--- config.mk ---
export PLATFORM = sky130hd
export DESIGN_NAME = wdog_timer
export DESIGN_NICKNAME = d
export VERILOG_FILES = /design/src/rtl/wdog_pkg.sv /design/src/rtl/wdog_regs.sv /design/src/rtl/wdog_counter.sv /design/src/rtl/wdog_resp.sv /design/src/rtl/wdog_timer.sv
export SDC_FILE = /design/constraint.sdc
export NUM_CORES = 1
export LEC_CHECK = 0
export BUFFER_PORTS_ARGS = -buffer_cell sky130_fd_sc_hd__buf_2
export CAP_MARGIN = 20
export CORE_MARGIN = 1.5
export CORE_UTILIZATION = 60
export DETAILED_ROUTE_END_ITERATION = 6
export GPL_ROUTABILITY_DRIVEN = 0
export GPL_TIMING_DRIVEN = 0
export PLACE_DENSITY = 0.84
export SLEW_MARGIN = 20
export SYNTH_ARGS = -nofsm -noshare
export SYNTH_HDL_FRONTEND = slang
export SYNTH_SLANG_ARGS = --single-unit
--- constraint.sdc ---
create_clock -name clk_i -period 8.5 [get_ports clk_i]
set_clock_uncertainty 0.15 [all_clocks]
set_input_delay 0.425 -clock clk_i [delete_from_list [all_inputs] [get_ports clk_i]]
set_output_delay 0.425 -clock clk_i [all_outputs]
set_load 0.01 [all_outputs]
--- src/rtl/wdog_pkg.sv ---
package wdog_pkg;
  localparam int OFS_CTRL    = 'h00;
  localparam int OFS_RANGE   = 'h04;
  localparam int OFS_COUNT   = 'h08;
  localparam int OFS_RESTART = 'h0C;
  localparam int OFS_STATUS  = 'h10;
  localparam int KICK_WORD   = 'h76;
  localparam int TOP_W       = 4;
  localparam int PLEN_W      = 3;
  localparam logic [PLEN_W-1:0] PLEN_RST = 3'b010;

  typedef struct packed {
    logic [PLEN_W-1:0] plen;
    logic              mode;
    logic              en;
  } ctrl_t;
endpackage

--- src/rtl/wdog_regs.sv ---
module wdog_regs
  import wdog_pkg::*;
#(
  parameter int ADDR_W = 5,
  parameter int DATA_W = 32,
  parameter int CNT_W  = 32
) (
  input  logic              clk_i,
  input  logic              rst_ni,
  input  logic              req_i,
  input  logic              we_i,
  input  logic [ADDR_W-1:0] addr_i,
  input  logic [DATA_W-1:0] wdata_i,
  input  logic [CNT_W-1:0]  count_i,
  input  logic              irq_i,
  output logic [DATA_W-1:0] rdata_o,
  output ctrl_t             ctrl_o,
  output logic [TOP_W-1:0]  top_o,
  output logic [TOP_W-1:0]  top_init_o,
  output logic              en_set_o,
  output logic              kick_o
);
  ctrl_t            ctrl_q;
  logic [TOP_W-1:0] top_q, init_q;
  logic             wr, wr_ctrl, wr_range, wr_rst;

  assign wr       = req_i & we_i;
  assign wr_ctrl  = wr & (addr_i == ADDR_W'(OFS_CTRL));
  assign wr_range = wr & (addr_i == ADDR_W'(OFS_RANGE));
  assign wr_rst   = wr & (addr_i == ADDR_W'(OFS_RESTART));

  always_ff @(posedge clk_i or negedge rst_ni) begin
    if (!rst_ni) begin
      ctrl_q <= '{plen: PLEN_RST, mode: 1'b0, en: 1'b0};
      top_q  <= '0;
      init_q <= '0;
    end else begin
      if (wr_ctrl) begin
        ctrl_q.en   <= ctrl_q.en | wdata_i[0];  // enable is sticky
        ctrl_q.mode <= wdata_i[1];
        ctrl_q.plen <= wdata_i[2+:PLEN_W];
      end
      if (wr_range) begin
        top_q  <= wdata_i[0+:TOP_W];
        init_q <= wdata_i[TOP_W+:TOP_W];
      end
    end
  end

  assign en_set_o   = wr_ctrl & wdata_i[0] & ~ctrl_q.en;
  assign kick_o     = wr_rst & ctrl_q.en & (wdata_i == DATA_W'(KICK_WORD));
  assign ctrl_o     = ctrl_q;
  assign top_o      = top_q;
  assign top_init_o = init_q;

  always_comb begin
    rdata_o = '0;
    case (addr_i)
      ADDR_W'(OFS_CTRL):   rdata_o = DATA_W'(ctrl_q);
      ADDR_W'(OFS_RANGE):  rdata_o = DATA_W'({init_q, top_q});
      ADDR_W'(OFS_COUNT):  rdata_o = DATA_W'(count_i);
      ADDR_W'(OFS_STATUS): rdata_o = DATA_W'(irq_i);
      default:             rdata_o = '0;
    endcase
  end

  assert_en_sticky_R2: assert property (@(posedge clk_i) disable iff (!rst_ni)
    ctrl_q.en |=> ctrl_q.en);
  assert_plen_hold_R2: assert property (@(posedge clk_i) disable iff (!rst_ni)
    !wr_ctrl |=> $stable(ctrl_q.plen) && $stable(ctrl_q.mode));
  assert_range_hold_R9: assert property (@(posedge clk_i) disable iff (!rst_ni)
    !wr_range |=> $stable(top_q) && $stable(init_q));
endmodule

--- src/rtl/wdog_counter.sv ---
module wdog_counter
  import wdog_pkg::*;
#(
  parameter int BASE_EXP = 16,
  parameter int CNT_W    = BASE_EXP + 16
) (
  input  logic             clk_i,
  input  logic             rst_ni,
  input  logic             en_i,
  input  logic             load_init_i,
  input  logic             kick_i,
  input  logic [TOP_W-1:0] top_i,
  input  logic [TOP_W-1:0] top_init_i,
  output logic [CNT_W-1:0] count_o,
  output logic             expire_o
);
  logic [CNT_W-1:0] cnt_q;

  function automatic logic [CNT_W-1:0] period_m1(input logic [TOP_W-1:0] t);
    return (CNT_W'(1) << (BASE_EXP + 32'(t))) - CNT_W'(1);
  endfunction

  // kick has priority over expiry
  assign expire_o = en_i & ~kick_i & ~load_init_i & (cnt_q == '0);

  always_ff @(posedge clk_i or negedge rst_ni) begin
    if (!rst_ni)                cnt_q <= '0;
    else if (load_init_i)       cnt_q <= period_m1(top_init_i);
    else if (en_i) begin
      if (kick_i || cnt_q == '0) cnt_q <= period_m1(top_i);
      else                       cnt_q <= cnt_q - CNT_W'(1);
    end
  end

  assign count_o = cnt_q;

  assert_kick_blocks_expiry_R8: assert property (@(posedge clk_i) disable iff (!rst_ni)
    (kick_i && en_i) |=> !expire_o);
  assert_frozen_when_off_R3: assert property (@(posedge clk_i) disable iff (!rst_ni)
    (!en_i && !load_init_i) |=> $stable(count_o));
  assert_expiry_reloads_R5: assert property (@(posedge clk_i) disable iff (!rst_ni)
    expire_o |=> count_o != '0);
endmodule

--- src/rtl/wdog_resp.sv ---
module wdog_resp
  import wdog_pkg::*;
#(
  parameter int PCNT_W = (1 << PLEN_W) + 1
) (
  input  logic              clk_i,
  input  logic              rst_ni,
  input  logic              expire_i,
  input  logic              kick_i,
  input  logic              mode_i,
  input  logic [PLEN_W-1:0] plen_i,
  output logic              irq_o,
  output logic              rst_o
);
  logic              irq_q;
  logic [PCNT_W-1:0] pcnt_q;
  logic              to_irq;

  assign to_irq = expire_i & mode_i & ~irq_q;

  always_ff @(posedge clk_i or negedge rst_ni) begin
    if (!rst_ni) begin
      irq_q  <= 1'b0;
      pcnt_q <= '0;
    end else begin
      if (to_irq)      irq_q <= 1'b1;
      else if (kick_i) irq_q <= 1'b0;

      if (expire_i && !to_irq) pcnt_q <= PCNT_W'(1) << (32'(plen_i) + 1);
      else if (pcnt_q != '0)   pcnt_q <= pcnt_q - PCNT_W'(1);
    end
  end

  assign irq_o = irq_q;
  assign rst_o = (pcnt_q != '0);

  assert_mode0_resets_R5: assert property (@(posedge clk_i) disable iff (!rst_ni)
    (expire_i && !mode_i) |=> rst_o && !$rose(irq_o));
  assert_pulse_cause_R6: assert property (@(posedge clk_i) disable iff (!rst_ni)
    $rose(rst_o) |-> $past(expire_i));
  assert_irq_cause_R7: assert property (@(posedge clk_i) disable iff (!rst_ni)
    $rose(irq_o) |-> $past(expire_i && mode_i));
  assert_first_expiry_quiet_R7: assert property (@(posedge clk_i) disable iff (!rst_ni)
    (expire_i && mode_i && !irq_o && !rst_o) |=> !rst_o);
endmodule

--- src/rtl/wdog_timer.sv ---
module wdog_timer
  import wdog_pkg::*;
#(
  parameter int ADDR_W   = 5,
  parameter int DATA_W   = 32,
  parameter int BASE_EXP = 16
) (
  input  logic              clk_i,
  input  logic              rst_ni,
  input  logic              req_i,
  input  logic              we_i,
  input  logic [ADDR_W-1:0] addr_i,
  input  logic [DATA_W-1:0] wdata_i,
  output logic [DATA_W-1:0] rdata_o,
  output logic              irq_o,
  output logic              sys_rst_o
);
  localparam int CNT_W = BASE_EXP + (1 << TOP_W);

  ctrl_t            ctrl;
  logic [TOP_W-1:0] top, top_init;
  logic             en_set, kick, expire, irq;
  logic [CNT_W-1:0] count;

  wdog_regs #(.ADDR_W(ADDR_W), .DATA_W(DATA_W), .CNT_W(CNT_W)) u_regs (
    .clk_i, .rst_ni, .req_i, .we_i, .addr_i, .wdata_i,
    .count_i(count), .irq_i(irq), .rdata_o,
    .ctrl_o(ctrl), .top_o(top), .top_init_o(top_init),
    .en_set_o(en_set), .kick_o(kick)
  );

  wdog_counter #(.BASE_EXP(BASE_EXP), .CNT_W(CNT_W)) u_cnt (
    .clk_i, .rst_ni, .en_i(ctrl.en), .load_init_i(en_set), .kick_i(kick),
    .top_i(top), .top_init_i(top_init), .count_o(count), .expire_o(expire)
  );

  wdog_resp u_resp (
    .clk_i, .rst_ni, .expire_i(expire), .kick_i(kick), .mode_i(ctrl.mode),
    .plen_i(ctrl.plen), .irq_o(irq), .rst_o(sys_rst_o)
  );

  assign irq_o = irq;
endmodule

## Word level (Yosys, flattened, before mapping)

Index checks and enable logic that the tools add are counted.
W data, S select, Z words.

- Memory bits (writable): 0
- Logic and storage cells: 58
- Input bits: 41
- ROM bits: 0
- Bits in latches: 0
- Bits in registers: 55
- Memories kept: 0
- Output and inout bits: 34

- Equality and inequality tests: 5
- $add $sub $neg: 7
- Div/mod/pow operators: 0
- Shift operators: 3
- Multipliers: 0
- Magnitude comparators: 0
- Bitwise logic cells: 18
- Reductions and logical operators: 9
- Muxes and demuxes: 8

Operator list:

| kind | number |
|---|---|
| $pmux W32 S4 | 1 |
| $mux W32 | 3 |
| $shl A1 B32 Y32 const A | 2 |
| $sub A32 B2 Y32 const B | 2 |
| $eq A32 B7 Y1 const B | 1 |
| $logic_not A32 Y1 | 1 |
| $shl A1 B32 Y9 const A | 1 |
| $sub A32 B1 Y32 const B | 1 |
| $mux W9 | 2 |
| $and A1 B1 Y1 | 13 |
| $add A5 B4 Y6 const A | 2 |
| $eq A5 B4 Y1 const B | 2 |
| $reduce_bool A9 Y1 | 1 |
| $sub A9 B1 Y9 const B | 1 |
| $reduce_bool A2 Y1 | 3 |
| $eq A5 B3 Y1 const B | 1 |
| $eq A5 B5 Y1 const B | 1 |
| $logic_not A5 Y1 | 1 |
| $add A3 B1 Y4 const B | 1 |
| $not A1 Y1 | 4 |
| $mux W1 | 2 |
| $logic_and A1 B1 Y1 | 1 |
| $logic_not A1 Y1 | 1 |
| $logic_or A1 B1 Y1 | 1 |
| $or A1 B1 Y1 | 1 |

## Longest topological paths before layout

- Depth after elaboration: 13
- Gate-level depth with buffers: 11
- Gate-level depth less buffers: 9

## Cells and area by module

A second synthesis with hierarchy kept.

- Cell total of the unflattened synthesis: 505
- Area, all modules: 4364.2 um^2

By module, submodules not included:

| module | seq. area each (um^2) | cells an instance | area an instance (um^2) | times used |
|---|---|---|---|---|
| wdog_counter | 800.8 | 347 | 2785.2 | 1 |
| wdog_regs | 326.6 | 93 | 968.4 | 1 |
| wdog_resp | 250.2 | 65 | 610.6 | 1 |

## Worst setup path after synthesis

No wires, ideal clock.

- Path kind: register to register
- Start point: register u_cnt.cnt_q[8], in the netlist u_cnt.count_o[8]
- End point: register u_resp.pcnt_q[5]
- Library setup time: 0.120 ns
- Path buffers: 1
- Period minus slack after synthesis: 2.858 ns
- Data arrival time: 2.588 ns
- Required time: 8.230 ns
- Cell stages (with the launch flop): 8
- Setup slack: 5.642 ns
- Cell sequence: dfrtp_1 > or4_4 > or2_1 > buf_2 > or4_4 > a2111oi_4 > nor3_1 > a31o_2

- Cells in the longest elaborated chain, start to end: 7
- Elaborated cells on any way between the ends: 8
- Those cells by class: mux (1); bitwise (3); reduce/logical (4)

Ends and longest elaborated chain:

| what | line | RTL |
|---|---|---|
| start, declared | wdog_counter.sv:17 | `logic [CNT_W-1:0] cnt_q;` |
| start signal, assigned | wdog_counter.sv:28 | `else if (load_init_i) cnt_q <= period_m1(top_init_i);` |
| start signal, assigned | wdog_counter.sv:30 | `if (kick_i \|\| cnt_q == '0) cnt_q <= period_m1(top_i);` |
| start signal, assigned | wdog_counter.sv:31 | `else cnt_q <= cnt_q - CNT_W'(1);` |
| $logic_not A32 Y1 (*) | wdog_counter.sv:24 | `assign expire_o = en_i & ~kick_i & ~load_init_i & (cnt_q == '0);` |
| $and A1 B1 Y1 (*) | wdog_counter.sv:24 |  |
| $and A1 B1 Y1 (2 in series) | wdog_resp.sv:19 | `assign to_irq = expire_i & mode_i & ~irq_q;` |
| $logic_not A1 Y1 | wdog_resp.sv:29 | `if (expire_i && !to_irq) pcnt_q <= PCNT_W'(1) << (32'(plen_i) + 1);` |
| $logic_and A1 B1 Y1 (*) | wdog_resp.sv:29 |  |
| $mux W9 / $reduce_bool A2 Y1 (equally long branches) | n/a |  |
| end signal, assigned | wdog_resp.sv:29 |  |
| end signal, assigned | wdog_resp.sv:30 | `else if (pcnt_q != '0) pcnt_q <= pcnt_q - PCNT_W'(1);` |
| end, declared | wdog_resp.sv:16 | `logic [PCNT_W-1:0] pcnt_q;` |

Mark *: on every way between the ends. The rest lies on a longest branch, timed or not.
A chain may end at the register's enable or synchronous reset.

## Final worst setup path

- Start point: register u_cnt.cnt_q[2], in the netlist u_cnt.count_o[2]
- End point: register u_resp.pcnt_q[5]

The elaborated chain is that of the path after synthesis.

==> summary.md <==
| Metric | Value |
|---|---|
| Outcome | complete, but fails checks |
| Failing checks | hold timing |
| CTS H-tree depth | 2 |
| CTS sink count | 55 |
| Final setup fails | 0 |
| Initial Util | 61.7% |
| Clock insertion delay at the later pin of the skew report | ~0.32 ns |
| Die width | 86.1 um |
| Die height | between 80 and 90 um |
| Slew margin rel. | 38.0% |
| Clock tree buffer depth | 2 |
| Area after DPL | 4620 um^2 |
| Non-filler instance count after layout | 668 |
| Worst Setup End Kind | flop |
| Port Buffers | 74 |
| Post-route DRC violation count | 0 |
| # IOs | 75 |
| Top cell type's share of synthesized area | 32.6% |
| Post-route clock period utilization | ~40% |
| Post-CTS setup buffers | 0 |
| Post-DP HPWL | between 9000 and 10000 um |
| Largest net degree at the start of global routing | 56 |
| Min Tclk post-route | 3.35 ns |
| WP data required | 8.56 ns |
| Number of global-route vias before repair | 3923 |
| Max-slew violation count | 0 |
| FFs w/ async S/R, synth | between 90% and 100% |
| Count leader, synth | dfrtp_1 |
| TritonCTS clock tree | built |
| CTS Hold Buffers Added | 0 |
| Max Clock Freq | about 300 MHz |
| Synth area leader | dfrtp_1 |
| CP Launch Type | flop |
| Avg Inst Size Synth | 8.19 um^2 |
| Synth top area cells | dfrtp_1 (33%), nor2_1 (4.8%), and3_1 (4.4%) |
| Cell variety after synth | a little over 60 |
| Die area | ~7400 um^2 |
| Syn Std Cell Area | between 4000 and 5000 um^2 |
| GR Overflow Total | 0 |
| Total power | 0.000957 W |
| PD cells | 202 nW/um^2 |
| Hold crit path type | primary input to async pin |
| DRT iter0 DRCs | about 450 |
| CP Max Fanout | 8 |
| Max cap viols | 0 |
| Least-Margin Pin Slew | 0.923 ns |
| Antenna diodes | 0 |
| Routed vias/inst | 6.73 |
| Layout cells sized above 1 | 18.7% |
| DRT Wirelength | 12300 um |
| Core box area | around 6700 um^2 |
| RSZ-0062 raised after global routing | no |
| Lkg Pwr | a little over 2 nW |
| Cts bufs inserted | 5 |
| GRT Total Usage | 33.4% |
| Post-route ant nets | 0 |
| Clock transition at the registers of the reported paths | about 0.11 ns |
| Routed WL per cell | 18.5 um |
| Final Hold Slack | -0.00428 ns |
| Peak supply drop | 0.131 mV |
| EDFF count, synth | 0 |
| Setup CP Type | flop to flop |
| Critical Path AT | roughly 3.4 ns |
| TritonRoute pass-1 iters | 7 |
| Final Cell Area | approximately 4700 um^2 |
| Area Overhead vs Synth | 14.3% |
| Register bit total from synthesis | 55 |
| Root buf cell | clkbuf_8 |
| Via Count | about 4500 |
| Fin Setup TNS | 0 ns |
| Initial antenna violation count | 0 |
| Final #Nets | approximately 630 |
| Post-synthesis sequential area ratio | about a third |
| Most frequent cells after synthesis | dfrtp_1 (54), nor2_1 (53), clkbuf_1 (32) |
| Mapped Cells | 506 |
| Row Count | 30 |
| First-pass GRT wire length | 19600 um |
| Hold Vio Cnt, Final | 4 |
| Synth Flop Type | dfrtp_1 |
| Resize count post-CTS | 0 |
| Placed Cells incl. Taps | 660 |
| Syn Nets | 552 |
| YS warnings | 0 |
[layout make-up]
type                       instances  area (um^2)
inverter                          21         78.8
clock buffer                       5         68.8
sequential                        55         1380
multi-input combinational        388         2520
fill                             541         1980
timing repair buffer              74          373
clock inverter                     3         43.8
buffer                            42          176
tap                               80          100
[sequential cells by signal, summed over array words and instances (netlist names)]
name and count:
u_regs.top_init_o 4, u_cnt.count_o 32, u_regs.top_o 4, u_resp.pcnt_q 9
u_resp.irq_o 1, u_regs.ctrl_o 5
[metal layers]
layer	track usage (%)	part of all wire [%]
met1	47.2	41
met2	53.9	49
met3	4.62	8.3
met4	8.80	2.5
met5	0	0
[layout by cell type, fill, tap and decap left out, types with 5 or more instances in the layout]
cell | synthesis | routed
o31ai_1 | 5 | 5
ha_1 | 5 | 5
nor3_1 | 23 | 23
a21oi_1 | 19 | 19
o21ai_0 | 25 | 25
nand2b_1 | 6 | 6
nand4_1 | 9 | 9
nand2_1 | 27 | 27
or4_1 | 8 | 8
nor2_1 | 53 | 53
dfrtp_1 | 54 | 54
nor3b_1 | 8 | 8
nor4_1 | 15 | 15
xor2_1 | 12 | 12
clkbuf_1 | 32 | 32
a31oi_1 | 14 | 14
and3_1 | 29 | 29
o211ai_1 | 6 | 6
nand3_1 | 18 | 18
mux2i_1 | 5 | 5
clkbuf_8 | 0 | 5
xnor2_1 | 16 | 16
or3_1 | 7 | 7
buf_2 | 3 | 76
inv_1 | 20 | 20
mux2_2 | 13 | 13
o22ai_1 | 5 | 5
[report_power, final]
part | switching [W] | internal [W]
Combinational | 0.000219 | 0.000152
Clock | 0.0000916 | 0.0000879
Sequential | 0.0000862 | 0.000320
Total | 0.000397 | 0.000561
[through the flow]
stage / setup slack [ns] / utilization (%)
after floorplan: 5.64 / -
after global placement: 4.77 / 68.7
after detailed placement: 5.19 / 68.8
after CTS: 5.22 / 70.5
after global routing: 4.92 / 70.5
final: 5.15 / 70.5
[kinds of logic (layout without fill, tap and decap cells)]
| kind of cell | Yosys count | count (layout) | share of synthesized area [%] |
|---|---|---|---|
| flops | 55 | 55 | 33.2 |
| simple gates | 223 | 223 | 29.3 |
| fa+ha+maj | 5 | 5 | 1.51 |
| xor+xnor | 28 | 28 | 5.92 |
| buf+inv | 63 | 145 | 6.16 |
| mux | 18 | 18 | 4.74 |
| compound gates | 114 | 114 | 19.1 |
[final timing paths]
kind                                   from                   end  slack, ns  depth (start not counted)
setup reg to reg           u_cnt.count_o[2]      u_resp.pcnt_q[5]       5.15                          7
max in group asynchronous            rst_ni       u_regs.top_o[0]       7.72                          1
hold / removal                       rst_ni      u_cnt.count_o[8]     -0.004                          1
hold reg to reg            u_resp.pcnt_q[8]      u_resp.pcnt_q[8]       0.38                          2
min in group clk_i               wdata_i[7]  u_regs.top_init_o[3]       0.21                          2
setup / recovery           u_cnt.count_o[2]      u_resp.pcnt_q[5]       5.15                          7
[worst max-delay path, cell delays in order (launching register included)]
cell and delay [ns]:
dfrtp_1 0.37, buf_2 0.17, nor4_2 0.70, nand4_1 0.38, or4_4 0.59, a2111oi_4 0.55
nor3_1 0.10, a31o_2 0.23
(Power assumes the default switching activity.)
